**config.mk**
```make
export PLATFORM = sky130hd
export DESIGN_NAME = adc_serial_if
export DESIGN_NICKNAME = d
export VERILOG_FILES = /design/src/rtl/adcsi_pkg.sv /design/src/rtl/adcsi_ctl_rx.sv /design/src/rtl/adcsi_res_tx.sv /design/src/rtl/adc_serial_if.sv
export SDC_FILE = /design/constraint.sdc
export NUM_CORES = 1
export LEC_CHECK = 0
export BUFFER_PORTS_ARGS = -buffer_cell sky130_fd_sc_hd__clkbuf_2
export CAP_MARGIN = 25
export CORE_MARGIN = 1
export CORE_UTILIZATION = 44
export DETAILED_ROUTE_END_ITERATION = 6
export PLACE_DENSITY = 0.91
export SETUP_SLACK_MARGIN = 0.4
export SYNTH_ARGS = -nofsm -noshare
export SYNTH_HDL_FRONTEND = slang
export SYNTH_SLANG_ARGS = --single-unit
```
**constraint.sdc**
```tcl
create_clock -name clk -period 2.65 [get_ports clk]
set_input_delay 0 -clock clk [delete_from_list [all_inputs] [get_ports clk]]
set_output_delay 0 -clock clk [all_outputs]
set_load 0.05 [all_outputs]
```
**src/rtl/adcsi_pkg.sv**
```systemverilog
package adcsi_pkg;
  // Serial control byte length, fixed by the protocol
  localparam int CTRL_BITS = 8;
  // Number of analog inputs addressed by the three address bits
  localparam int NUM_CH = 8;
  localparam int SELW = $clog2(NUM_CH);

  typedef enum logic [1:0] {
    PWR_AUTO  = 2'b00,
    PWR_RSV_A = 2'b01,
    PWR_RSV_B = 2'b10,
    PWR_ON    = 2'b11
  } pwr_mode_e;

  // +IN channel for an address code: bits rotate so A2 becomes the LSB
  function automatic logic [SELW-1:0] pos_of(input logic [2:0] a);
    return {a[1], a[0], a[2]};
  endfunction

  // Only the all-ones code keeps the converter awake; reserved codes act as auto
  function automatic logic keeps_power(input logic [1:0] pd);
    return pwr_mode_e'(pd) == PWR_ON;
  endfunction
endpackage

```
**src/rtl/adcsi_ctl_rx.sv**
```systemverilog
module adcsi_ctl_rx
  import adcsi_pkg::*;
(
  input  logic       clk,
  input  logic       rst_n,
  input  logic       clr,
  input  logic       rise,
  input  logic       din,
  output logic       hunting,
  output logic       addr_hit,
  output logic [2:0] addr,
  output logic       done,
  output logic       sgl,
  output logic [1:0] pd
);
  localparam int CW = $clog2(CTRL_BITS);

  logic [CW-1:0]        cnt;
  logic [CTRL_BITS-2:0] sr;

  assign hunting = (cnt == '0);

  always_ff @(posedge clk or negedge rst_n) begin
    if (!rst_n) begin
      cnt      <= '0;
      sr       <= '0;
      addr_hit <= 1'b0;
      addr     <= '0;
      done     <= 1'b0;
      sgl      <= 1'b0;
      pd       <= '0;
    end else begin
      addr_hit <= 1'b0;
      done     <= 1'b0;
      if (clr) begin
        cnt <= '0;
        sr  <= '0;
      end else if (rise) begin
        if (cnt == '0) begin
          if (din) cnt <= CW'(1);
        end else begin
          sr <= {sr[CTRL_BITS-3:0], din};
          if (cnt == CW'(3)) begin
            addr_hit <= 1'b1;
            addr     <= {sr[1:0], din};
          end
          if (cnt == CW'(CTRL_BITS-1)) begin
            done <= 1'b1;
            sgl  <= sr[1];
            pd   <= {sr[0], din};
            cnt  <= '0;
          end else begin
            cnt <= cnt + CW'(1);
          end
        end
      end
    end
  end
endmodule

```
**src/rtl/adcsi_res_tx.sv**
```systemverilog
module adcsi_res_tx #(
  parameter int RES = 12
) (
  input  logic           clk,
  input  logic           rst_n,
  input  logic           clr,
  input  logic           fall,
  input  logic           load,
  input  logic [RES-1:0] sample,
  output logic           dout,
  output logic           busy,
  output logic           active
);
  // phase 0 idle, 1 armed, 2..RES+1 data bits, RES+2 trailing zero
  localparam int PW = $clog2(RES + 3);
  localparam logic [PW-1:0] PH_LAST = PW'(RES + 1);
  localparam logic [PW-1:0] PH_TAIL = PW'(RES + 2);

  logic [PW-1:0]  ph;
  logic [RES-1:0] data;

  assign active = (ph != '0);

  always_ff @(posedge clk or negedge rst_n) begin
    if (!rst_n) begin
      ph   <= '0;
      data <= '0;
      dout <= 1'b0;
      busy <= 1'b0;
    end else if (clr) begin
      ph   <= '0;
      dout <= 1'b0;
      busy <= 1'b0;
    end else if (load) begin
      data <= sample;
      ph   <= PW'(1);
    end else if (fall) begin
      if (ph == PW'(1)) begin
        busy <= 1'b1;
        dout <= 1'b0;
        ph   <= PW'(2);
      end else if (ph >= PW'(2) && ph <= PH_LAST) begin
        busy <= 1'b0;
        dout <= data[RES-1];
        data <= {data[RES-2:0], 1'b0};
        ph   <= ph + PW'(1);
      end else begin
        busy <= 1'b0;
        dout <= 1'b0;
        if (ph == PH_TAIL) ph <= '0;
      end
    end
  end
endmodule

```
**src/rtl/adc_serial_if.sv**
```systemverilog
module adc_serial_if
  import adcsi_pkg::*;
#(
  parameter int RES = 12
) (
  input  logic                  clk,
  input  logic                  rst_n,
  input  logic                  cs_n,
  input  logic                  dclk,
  input  logic                  din,
  input  logic                  shdn_n,
  input  logic [NUM_CH*RES-1:0] se_samples,
  input  logic [NUM_CH*RES-1:0] df_samples,
  output logic                  dout,
  output logic                  dout_oe,
  output logic                  busy,
  output logic                  busy_oe,
  output logic [SELW-1:0]       mux_pos,
  output logic                  mux_se,
  output logic                  acquiring,
  output logic                  powered
);
  logic dclk_q;
  logic rise_evt, fall_evt, clr;
  logic rx_hunting, addr_hit, byte_done, byte_sgl;
  logic [2:0] addr;
  logic [1:0] byte_pd;
  logic seq_active, aon_q;
  logic [RES-1:0] se_w [NUM_CH];
  logic [RES-1:0] df_w [NUM_CH];
  logic [RES-1:0] hold_word;

  for (genvar g = 0; g < NUM_CH; g++) begin : g_unpack
    assign se_w[g] = se_samples[g*RES +: RES];
    assign df_w[g] = df_samples[g*RES +: RES];
  end

  always_ff @(posedge clk or negedge rst_n) begin
    if (!rst_n) dclk_q <= 1'b0;
    else        dclk_q <= dclk;
  end

  assign rise_evt = !cs_n && dclk && !dclk_q;
  assign fall_evt = !cs_n && !dclk && dclk_q;
  assign clr      = cs_n || !shdn_n;

  adcsi_ctl_rx u_rx (
    .clk(clk), .rst_n(rst_n), .clr(clr), .rise(rise_evt), .din(din),
    .hunting(rx_hunting), .addr_hit(addr_hit), .addr(addr),
    .done(byte_done), .sgl(byte_sgl), .pd(byte_pd)
  );

  assign hold_word = byte_sgl ? se_w[mux_pos] : df_w[mux_pos];

  adcsi_res_tx #(.RES(RES)) u_tx (
    .clk(clk), .rst_n(rst_n), .clr(clr), .fall(fall_evt), .load(byte_done),
    .sample(hold_word), .dout(dout), .busy(busy), .active(seq_active)
  );

  always_ff @(posedge clk or negedge rst_n) begin
    if (!rst_n) begin
      mux_pos   <= '0;
      mux_se    <= 1'b0;
      acquiring <= 1'b0;
      aon_q     <= 1'b0;
    end else begin
      if (clr) begin
        acquiring <= 1'b0;
      end else if (addr_hit) begin
        mux_pos   <= pos_of(addr);
        acquiring <= 1'b1;
      end else if (byte_done) begin
        acquiring <= 1'b0;
        mux_se    <= byte_sgl;
        aon_q     <= keeps_power(byte_pd);
      end
      if (!shdn_n) aon_q <= 1'b0;
    end
  end

  assign dout_oe = !cs_n;
  assign busy_oe = !cs_n;
  assign powered = shdn_n && (aon_q || acquiring || seq_active);
endmodule

```
# Yosys cells after proc, flatten, opt, wreduce, memory -nomap -nowiden
# Index checks and enable logic that the tools add are counted.
# op_classes
n_addsub,2
n_lt_le_gt_ge,3
n_eq_ne,12
n_mux,49
bitwise,4
n_reduce_logical,32
# op_table
op,count
two-way mux 12 bit,9
binary-select mux 12 bit (select 3 bit),2
two-way mux 1 bit,24
two-way mux 4 bit,6
two-way mux 3 bit,5
AND reduction 4 bit,3
"inequality test 2 bit, second input constant",5
AND reduction 2 bit,5
nonzero test 2 bit,4
logical AND 1 bit,6
two-way mux 2 bit,3
AND reduction 3 bit,2
nonzero test 3 bit,2
nonzero test 5 bit,1
"adder 4 x 1 -> 4 bit, second input constant",1
"== test 4 x 1 -> 1 bit, second input constant",1
"== test 4 bit, second input constant",1
"greater-or-equal comparator 4 x 2 -> 1 bit, second input constant",1
"greater-or-equal comparator 4 bit, second input constant",1
"<= comparator 4 bit, second input constant",1
zero test 1 bit,4
inverter 3 -> 4 bit,1
nonzero test 4 bit,1
"adder 3 x 1 -> 3 bit, second input constant",1
8 further kinds,12
# word_totals
regBits,38
inputBits,198
output_inout_bits,10
elab_cells,118

# Depth between registers and ports, before layout
# logic_depth
word_depth,7
mapped_depth,7
ltp_nobuf,6

# Cells and area by module
# From an unflattened synthesis, not the netlist that was laid out.
# unflattened
hier_cells,273
hier_area_um2,3532.1
# by_module_without_submodules
mod,n_inst,cells_per_inst,area_each_um2,seq_area_each_um2
adc_serial_if,1,129,1818.0,175.2
adcsi_res_tx,1,95,1112.3,450.4
adcsi_ctl_rx,1,49,601.8,325.3

# Least setup slack after synthesis
# No wires, ideal clock.
# synth_timing
path_kind,reg-to-reg
start,reg mux_pos[0]
end,reg u_tx.data[10]
setup_ps,128
arrival_time_ps,2043
t_required_ps,2522
path_slack_ps,479
path_stages_with_launch,8
n_path_buf,3
period_less_slack_ps,2171
cell_sequence,dfrtp_1 buf_2 buf_6 buf_6 mux4_2 a22o_1 o21ai_1 a31oi_1
# synth_via
elab_chain_len,6
elab_cells_between_ends,9
classes_between,mux: 8; bitwise: 1
# synth_lines
item,line_no,text
from (decl),adc_serial_if.sv:18,"output logic [SELW-1:0] mux_pos,"
from (signal assigned),adc_serial_if.sv:70,mux_pos <= pos_of(addr);
inverter 3 -> 4 bit (not written as such) *,adc_serial_if.sv:53,assign hold_word = byte_sgl ? se_w[mux_pos] : df_w[mux_pos];
binary-select mux 12 bit (select 3 bit),adc_serial_if.sv:53,
two-way mux 12 bit (not written as such) (2 in a row),adc_serial_if.sv:53,
two-way mux 12 bit *,adc_serial_if.sv:53,
two-way mux 12 bit *,adcsi_res_tx.sv:34,end else if (load) begin
to (signal assigned),adcsi_res_tx.sv:35,data <= sample;
to (signal assigned),adcsi_res_tx.sv:45,"data <= {data[RES-2:0], 1'b0};"
to (decl),adcsi_res_tx.sv:20,logic [RES-1:0] data;
# Mark *: on every way between the ends. The rest lies on a longest branch, timed or not. The select of a mux whose other input is x is not followed.
# A chain may end at the register's enable or synchronous reset.

# Worst setup path in the final report
# layout_timing
start,reg u_tx.ph[1]
end,reg u_tx.data[6]
# layout_via
elab_chain_len,4
elab_cells_between_ends,7
classes_between,order compare: 2; eq/ne: 2; reduce/logical: 3
# layout_lines
item,line_no,text
from (decl),adcsi_res_tx.sv:19,logic [PW-1:0] ph;
from (signal assigned),adcsi_res_tx.sv:46,ph <= ph + PW'(1);
greater-or-equal comparator 4 x 2 -> 1 bit or <= comparator 4 bit (tied branches),adcsi_res_tx.sv:42,end else if (ph >= PW'(2) && ph <= PH_LAST) begin
logical AND 1 bit,adcsi_res_tx.sv:42,
nonzero test 2 bit (no line),n/a,
AND reduction 4 bit (no line) *,n/a,
# Mark *: on every way between the ends. The rest lies on a longest branch, timed or not.

==> flow_summary.json <==
{
  "yosys-top-cells-area": "mux4_2, dfrtp_1, a22o_1, mux2_2, ha_1",
  "max_freq_mhz": 453,
  "routedWlPerCell_um": 20.5,
  "hold_class": "in2reg",
  "clkSinkCount": 38,
  "layout_commonest_cell": "clkbuf_2",
  "fin_crit_sh_pct": 83.4,
  "peakVddDrop_uv": 157,
  "yosys_warnings": 0,
  "rr_worst_depth": 6,
  "pin_count": 208,
  "final_nets": 700,
  "drv_slew": 0,
  "postSynthAreaPerCell_sq_um": 11.5,
  "crit_type": "reg2reg",
  "ys_types": 38,
  "design_area_sq_um": 4630,
  "die_w_um": 89.3,
  "stdcell_count": 594,
  "syn_area_sq_um": 3350,
  "drt-total-wl_um": 12200,
  "synthArstFlopShare_pct": 100,
  "drt-initial-drc-count": 275,
  "grt_pass1_vias": 3441,
  "slew_headroom_pct": 46.7,
  "drc_errors": 0,
  "first_pass_iters": 5,
  "cpMaxStageDelayCell": "a2111oi_4",
  "fin_crit_ns": 2.21,
  "tritoncts": "yes",
  "worst_slack_ns": 0.441,
  "hold_ws_ns": 0.0190,
  "clk_latency_ns": 0.30,
  "placed_area_sq_um": 4450,
  "root_buffer": "clkbuf_8",
  "cpPeakStageDelay_ns": 0.49,
  "synth_fp_nets": 499,
  "initial_utilization_pct": 46.0,
  "cp.required_ns": 2.82,
  "nFillCells": 606,
  "r2r-start": "u_tx.ph[1]",
  "die_y_um": 89.3,
  "vias": 3542,
  "hold-path-cell-count": 2,
  "num_rows": 31,
  "ctsLongestPathBuffers": 2,
  "cp_max_fo": 11,
  "synth_top_area_share_pct": 32.3,
  "crit_cells": 6,
  "worst_clock_skew_ns": 0.0124,
  "ant_nets": 0,
  "grt_pass1_wl_um": 18200,
  "tns_ns": 0,
  "utilization_pct": 63.5,
  "vias_per_cell": 5.96,
  "yosysSeqAreaShare_pct": 28.4,
  "coreArea_sq_um": 7290,
  "antenna_found_initial": 1,
  "finalPower_mw": 1.28,
  "startpoint": "u_tx.ph[1]",
  "path_delay_family": "compound AO/OA/AOI/OAI gates",
  "grt_use_total_pct": 32.2,
  "area_growth_pct": 38.1,
  "setup_viol": 0,
  "pre_cts_ws_ns": 0.421,
  "drive_above_1_share_pct": 58.5,
  "synthFlopType": "dfrtp_1",
  "synth-edff-count": 0,
  "crit_buf_inv": 1,
  "worstPathArrival_ns": 2.38,
  "synth_top_area_cell": "mux4_2",
  "gp_congestion": 0.963,
  "io_buffers": 207,
  "endpoint_kind": "flip-flop",
  "crit_chain": "inv_1 > ha_1 > o21bai_1 > a2111oi_4 > or2_2 > a31oi_1",
  "leakagePower_nw": 2.20,
  "hold_start": "din",
  "rsz0062_at_grt": "no",
  "synthCells": 292,
  "dp_cells": 580,
  "htreeDepth": 2,
  "cap_violations": 0,
  "grt_overflow_total": 0,
  "die_area_sq_um": 7970,
  "worst_setup_path_start_kind": "flip-flop",
  "grt_max_degree": 39,
  "worst_slew_pin_slew_ns": 0.798,
  "ys_ff_latch": 38,
  "hpwl_um": 10100,
  "cts_made_buffers": 5,
  "path_clk_slew_ns": 0.07,
  "hold_viol_final": 0,
  "power_density_nw_per_um2": 276,
  "status": "completed",
  "mostFrequentLayoutCells": "clkbuf_2, mux4_2, dfrtp_1"
}
routing by layer:
layer	wire (um)	vias to the layer above	global-route usage, %
met5	0	-	0
met4	284	0	9.52
met3	1910	22	13.0
met2	5350	264	48.0
met1	4620	1695	43.3
li1	-	1561	-
area by class of cell:
cell class / count / area, sq um / area share, %
multi-input combinational: 215 / 2240 / 48.3
timing repair buffer: 220 / 1180 / 25.5
sequential: 38 / 956 / 20.7
tap: 99 / 124 / 2.68
clock buffer: 6 / 72.6 / 1.57
inverter: 13 / 48.8 / 1.05
clock inverter: 2 / 10.0 / 0.216
antenna: 1 / 2.50 / 0.0541
power by group:
group	total, mW	internal, mW	switching (mW)
sequential	0.597	0.590	0.00706
clock	0.387	0.182	0.205
combinational	0.294	0.176	0.118
total	1.28	0.948	0.330
flip-flops by register name, summed over array words and instances (netlist names), 2 cells and up:
register,flops
u_tx.ph,4
u_rx.sr,2
u_rx.addr,3
u_rx.cnt,3
u_rx.pd,2
mux_pos,3
u_tx.data,12
synth_stat cells, types with 5 or more instances:
cell type / number
buf_2: 9
ha_1: 9
clkbuf_1: 11
mux2i_1: 5
a31oi_1: 14
nand3_1: 6
nor2_1: 14
nor2b_1: 5
nand2_1: 16
mux2_2: 11
dfrtp_1: 38
inv_1: 13
a22o_1: 23
nor3_1: 13
a21oi_1: 8
o21ai_0: 17
mux4_2: 48
logic make-up after synthesis:
group | after synthesis | synth area share (%)
AOI/OAI and AO/OA | 73 | 15.0
adders and majority gates | 9 | 3.36
buffers and inverters | 39 | 5.49
DFF | 38 | 28.4
muxes | 64 | 37.4
and+or+nand+nor | 69 | 10.3
final timing paths:
kind	to	slack [ns]
setup / recovery	u_tx.data[6]	0.44
hold / removal	u_rx.addr[0]	0.02
setup reg to reg	u_tx.data[6]	0.44
hold reg to reg	mux_pos[0]	0.50
max in group asynchronous	mux_pos[0]	2.19
min in group asynchronous	u_tx.ph[3]	0.05
what timing repair did:
item,CTS,global route
hold buffers,3,0
gates resized for setup,0,2
setup buffers,0,1
hold endpoints to repair,40,0
endpoints found under the setup margin,0,11
Power figures use the tool's default switching activity.
